===== src/rtl/mpio_port.sv =====
module mpio_port #(
  parameter int W = 8
) (
  input  logic         clk,
  input  logic         rst_n,
  input  logic         bus_wr,
  input  logic         bus_rd,
  input  logic [2:0]   bus_addr,
  input  logic [W-1:0] bus_wdata,
  output logic [W-1:0] bus_rdata,
  input  logic [W-1:0] pad_in,
  output logic [W-1:0] pad_out,
  output logic [W-1:0] pad_oe,
  output logic         irq
);

  localparam logic [2:0] A_DIR = 3'd0;
  localparam logic [2:0] A_LVL = 3'd1;
  localparam logic [2:0] A_INV = 3'd2;
  localparam logic [2:0] A_FLT = 3'd3;
  localparam logic [2:0] A_IEN = 3'd4;
  localparam logic [2:0] A_PND = 3'd5;

  logic [W-1:0] dir_q, lvl_q, inv_q, flt_q, ien_q, pend_q;
  logic [W-1:0] meta_q, sync_q, prev_q;
  logic [W-1:0] seen, rise, armed;
  logic         ack;

  always_ff @(posedge clk or negedge rst_n) begin
    if (!rst_n) begin
      dir_q <= '0;
      lvl_q <= '0;
      inv_q <= '0;
      flt_q <= '0;
      ien_q <= '0;
    end else if (bus_wr) begin
      case (bus_addr)
        A_DIR:   dir_q <= bus_wdata;
        A_LVL:   lvl_q <= bus_wdata;
        A_INV:   inv_q <= bus_wdata;
        A_FLT:   flt_q <= bus_wdata;
        A_IEN:   ien_q <= bus_wdata;
        default: ;
      endcase
    end
  end

  always_ff @(posedge clk or negedge rst_n) begin
    if (!rst_n) begin
      meta_q <= '0;
      sync_q <= '0;
      prev_q <= '0;
    end else begin
      meta_q <= pad_in;
      sync_q <= meta_q;
      prev_q <= sync_q;
    end
  end

  assign seen  = sync_q ^ inv_q;
  assign rise  = seen & ~(prev_q ^ inv_q);
  assign armed = ien_q & dir_q;
  assign ack   = bus_rd && (bus_addr == A_LVL);

  always_ff @(posedge clk or negedge rst_n) begin
    if (!rst_n)   pend_q <= '0;
    else if (ack) pend_q <= rise & armed;
    else          pend_q <= pend_q | (rise & armed);
  end

  always_comb begin
    case (bus_addr)
      A_DIR:   bus_rdata = dir_q;
      A_LVL:   bus_rdata = (dir_q & seen) | (~dir_q & lvl_q);
      A_INV:   bus_rdata = inv_q;
      A_FLT:   bus_rdata = flt_q;
      A_IEN:   bus_rdata = ien_q;
      A_PND:   bus_rdata = pend_q;
      default: bus_rdata = '0;
    endcase
  end

  assign pad_out = lvl_q;
  assign pad_oe  = ~dir_q & ~flt_q;
  assign irq     = |(pend_q & armed);

endmodule


===== config.mk =====
export PLATFORM = sky130hd
export DESIGN_NAME = mpio_port
export DESIGN_NICKNAME = d
export VERILOG_FILES = /design/src/rtl/mpio_port.sv
export SDC_FILE = /design/constraint.sdc
export NUM_CORES = 1
export LEC_CHECK = 0
export CORE_UTILIZATION = 55
export DETAILED_ROUTE_END_ITERATION = 10
export PLACE_DENSITY = 0.87
export SETUP_SLACK_MARGIN = 0.4
export SLEW_MARGIN = 20
export SYNTH_ARGS = -nofsm -noshare
export SYNTH_HDL_FRONTEND = slang
export SYNTH_SLANG_ARGS = --single-unit

===== constraint.sdc =====
create_clock -name clk -period 2.5 [get_ports clk]
set_input_delay 0.375 -clock clk [delete_from_list [all_inputs] [get_ports clk]]
set_output_delay 0.375 -clock clk [all_outputs]
set_load 0.03 [all_outputs]

==> flow_summary.ini <==
[critical_path]
critPathKind = flop to output port
cp-end-kind = output port
cp.required_ns = 2.12
critPathMaxFanout = 3
arrival_ns = 1.72
startpoint_type = flop
ff2ff_setup_slack_ns = 1.30

[synth]
syn_avg_cell_area_sq_um = 13.54
syn_nets = 261
yosysWarnings = 0
ys_seq_elements = 72
synthesis.area_sq_mm = 0.003222
synth_cells = 238
ys_types = 37
synth_seq_area_share_pct = 55.92

[sta]
slew_headroom_pct = 56.23
rsz0062_at_grt = yes
final_hold_viol_count = 0
setup_ws_ns = 0.4084
fmax_mhz = 478.1
skew_ns = 0.004548
setup_viol = 0
worstMarginPinSlew_ns = 0.6566
post-route-period-util_pct = 83.66
timing.final.crit_period_ns = 2.092
final_max_slew_viol_count = 0

[layout]
diodes = 0
nFillCells = 374
num-nets-final = 332
drive_gt1_share_pct = 35.35
mostFrequentLayoutCell = dfrtp_1
final_cell_mix = dfrtp_1, mux2_2, clkdlybuf4s50_1
syn2layout_area_growth_pct = 28.27

[drt]
drc_errors = 0
ant_nets = 0
num_vias = 2292
first_pass_iters = 4
post_drt_wl_per_cell_um = 19.42
routed_wl_mm = 7.497
via_per_inst = 5.938
initialDrtViolationCount = 139

[power]
powerDensity_mw_per_mm2 = 919.1
ir_drop_uv = 608.4
power_mw = 3.798
p_leak_nw = 1.782

[place]
globalplace.congestion = 0.8259
dp_slack_ns = -0.1694
dp_hpwl_mm = 4.801
port_buffers = 47

[worst_hold_path]
hp-class = primary input to asynchronous set/reset pin

[floorplanning]
dieArea_sq_mm = 0.006168
pin_count = 48
die_h_um = 78.54
die-width_um = 78.54
core_area_sq_mm = 0.005574
initial_core_util_pct = 57.80
rows = 27

[global_routing]
antenna_found_initial = 0
grt_first_pass_wirelength_mm = 12.45
grt_pass1_vias = 2422
grt_max_degree = 46
grt_overflow = 0
track_usage_pct = 27.65

[job]
max_cap_violations = 0

[clock_tree]
postCtsHoldBufs = 0
htree_num_levels = 3
insertion_delay_ns = 0.35
root_buffer = clkbuf_8
clk_pin_slew_ns = 0.07
cts.path.max_buffers = 2
cts.sinks = 72
cts_buffers = 9
cts_tree = done

[status]
status = complete, no violations
[logic make-up after synthesis]
| family | count (synthesis) | synth area share [%] |
|---|---|---|
| DFF | 72 | 55.92 |
| buffers and inverters | 10 | 2.485 |
| xor gates and xnor gates | 6 | 1.631 |
| muxes | 57 | 19.61 |
| AOI/OAI and AO/OA | 40 | 10.18 |
| and+or+nand+nor | 53 | 10.18 |
[sequential cells by signal (all words and copies together), names as in the netlist]
name     flops
meta_q       8
pad_out      8
prev_q       8
sync_q       8
inv_q        8
ien_q        8
dir_q        8
flt_q        8
pend_q       8
[worst max-delay path, stage by stage, from the launching register on]
cell,delay (ns)
dfrtp_1,0.40
mux2_4,0.28
a22o_1,0.18
a221o_1,0.36
buf_6,0.15
[what timing repair did]
| item | CTS | global route |
|---|---|---|
| endpoints found under the hold margin | 0 | 0 |
| pin swaps | 2 | 3 |
| resized for setup | 16 | 9 |
| buffers inserted | 2 | 6 |
| endpoints found under the setup margin | 9 | 8 |
[synth_stat cells]
cell / count / area (sq um)
dfrtp_1: 72 / 1802
nand3_1: 6 / 30.03
and3_1: 3 / 18.77
buf_4: 2 / 15.01
and2_1: 1 / 6.260
mux2i_1: 8 / 80.08
and4_1: 1 / 8.760
buf_6: 4 / 45.04
nor2_2: 1 / 6.260
o221ai_1: 3 / 26.28
or3b_1: 1 / 8.760
nand2b_4: 2 / 27.53
buf_2: 2 / 10.01
a21oi_1: 2 / 10.01
a311o_1: 1 / 10.01
a22o_1: 1 / 8.760
nand4_1: 1 / 6.260
nand2_1: 8 / 30.03
a32o_1: 8 / 80.08
a221oi_1: 8 / 70.07
nor2_1: 12 / 45.04
a311oi_2: 1 / 15.01
nor2b_4: 1 / 13.76
nand3_2: 1 / 10.01
o22ai_1: 11 / 68.82
a22oi_1: 3 / 22.52
nor2b_1: 1 / 6.260
xor2_1: 6 / 52.55
a221o_1: 1 / 10.01
a31oi_1: 1 / 6.260
inv_4: 1 / 6.260
nor3_4: 2 / 32.53
nand2b_1: 10 / 62.56
mux2_1: 2 / 22.52
mux2_2: 47 / 529.3
nor3b_1: 2 / 15.01
inv_1: 1 / 3.750
[per-layer routing]
| metal | part of all wire (%) | track usage [%] | vias up | wire length (um) |
|---|---|---|---|---|
| met1 | 44 | 37.14 | 1170 | 3286 |
| met2 | 49 | 42.96 | 66 | 3703 |
| met5 | 0 | 0 | - | 0 |
| li1 | - | - | 1043 | - |
| met4 | 1.5 | 11.30 | 0 | 114 |
| met3 | 5.2 | 6.860 | 13 | 393 |
[cell type report]
cell class	count	area, sq um	area share, %
Clock inverter	5	102.6	2.483
Inverter	2	10.01	0.2422
Sequential cell	72	1804	43.66
Clock buffer	11	151.4	3.663
Multi-Input combinational cell	156	1360	32.91
Timing Repair Buffer	68	614.3	14.87
Tap cell	72	90.09	2.180
[where the power goes]
group	leakage [nW]	total (mW)	switching (mW)	internal (mW)
sequential	0.855	1.63	0.233	1.39
combinational	0.802	1.03	0.505	0.526
clock	0.126	1.14	0.425	0.715
[metrics by stage]
stage | TNS [ns] | instance area [sq um] | utilization, % | std cells | hold slack [ns]
after floorplan | 0 | 3222 | - | 238 | 0.07941
after global placement | -0.07430 | 3797 | 68.13 | 362 | 0.3316
after detailed placement | -0.5471 | 3797 | 68.13 | 362 | 0.3365
after CTS | 0 | 4095 | 73.47 | 380 | 0.05136
after global routing | 0 | 4133 | 74.14 | 386 | 0.09591
final | 0 | 4133 | 74.14 | 386 | 0.05556
[worst paths after layout]
check / depth (start not counted) / end / startpoint
min in group clk: 0 / sync_q[7] / meta_q[7]
worst max-delay path: 4 / bus_rdata[4] / inv_q[4]
worst min register to register: 0 / sync_q[7] / meta_q[7]
max in group asynchronous: 2 / dir_q[2] / rst_n
worst max register to register: 5 / pend_q[4] / inv_q[4]
worst min-delay path: 1 / pad_out[4] / rst_n
No activity file was read; power rests on OpenSTA's default activity.
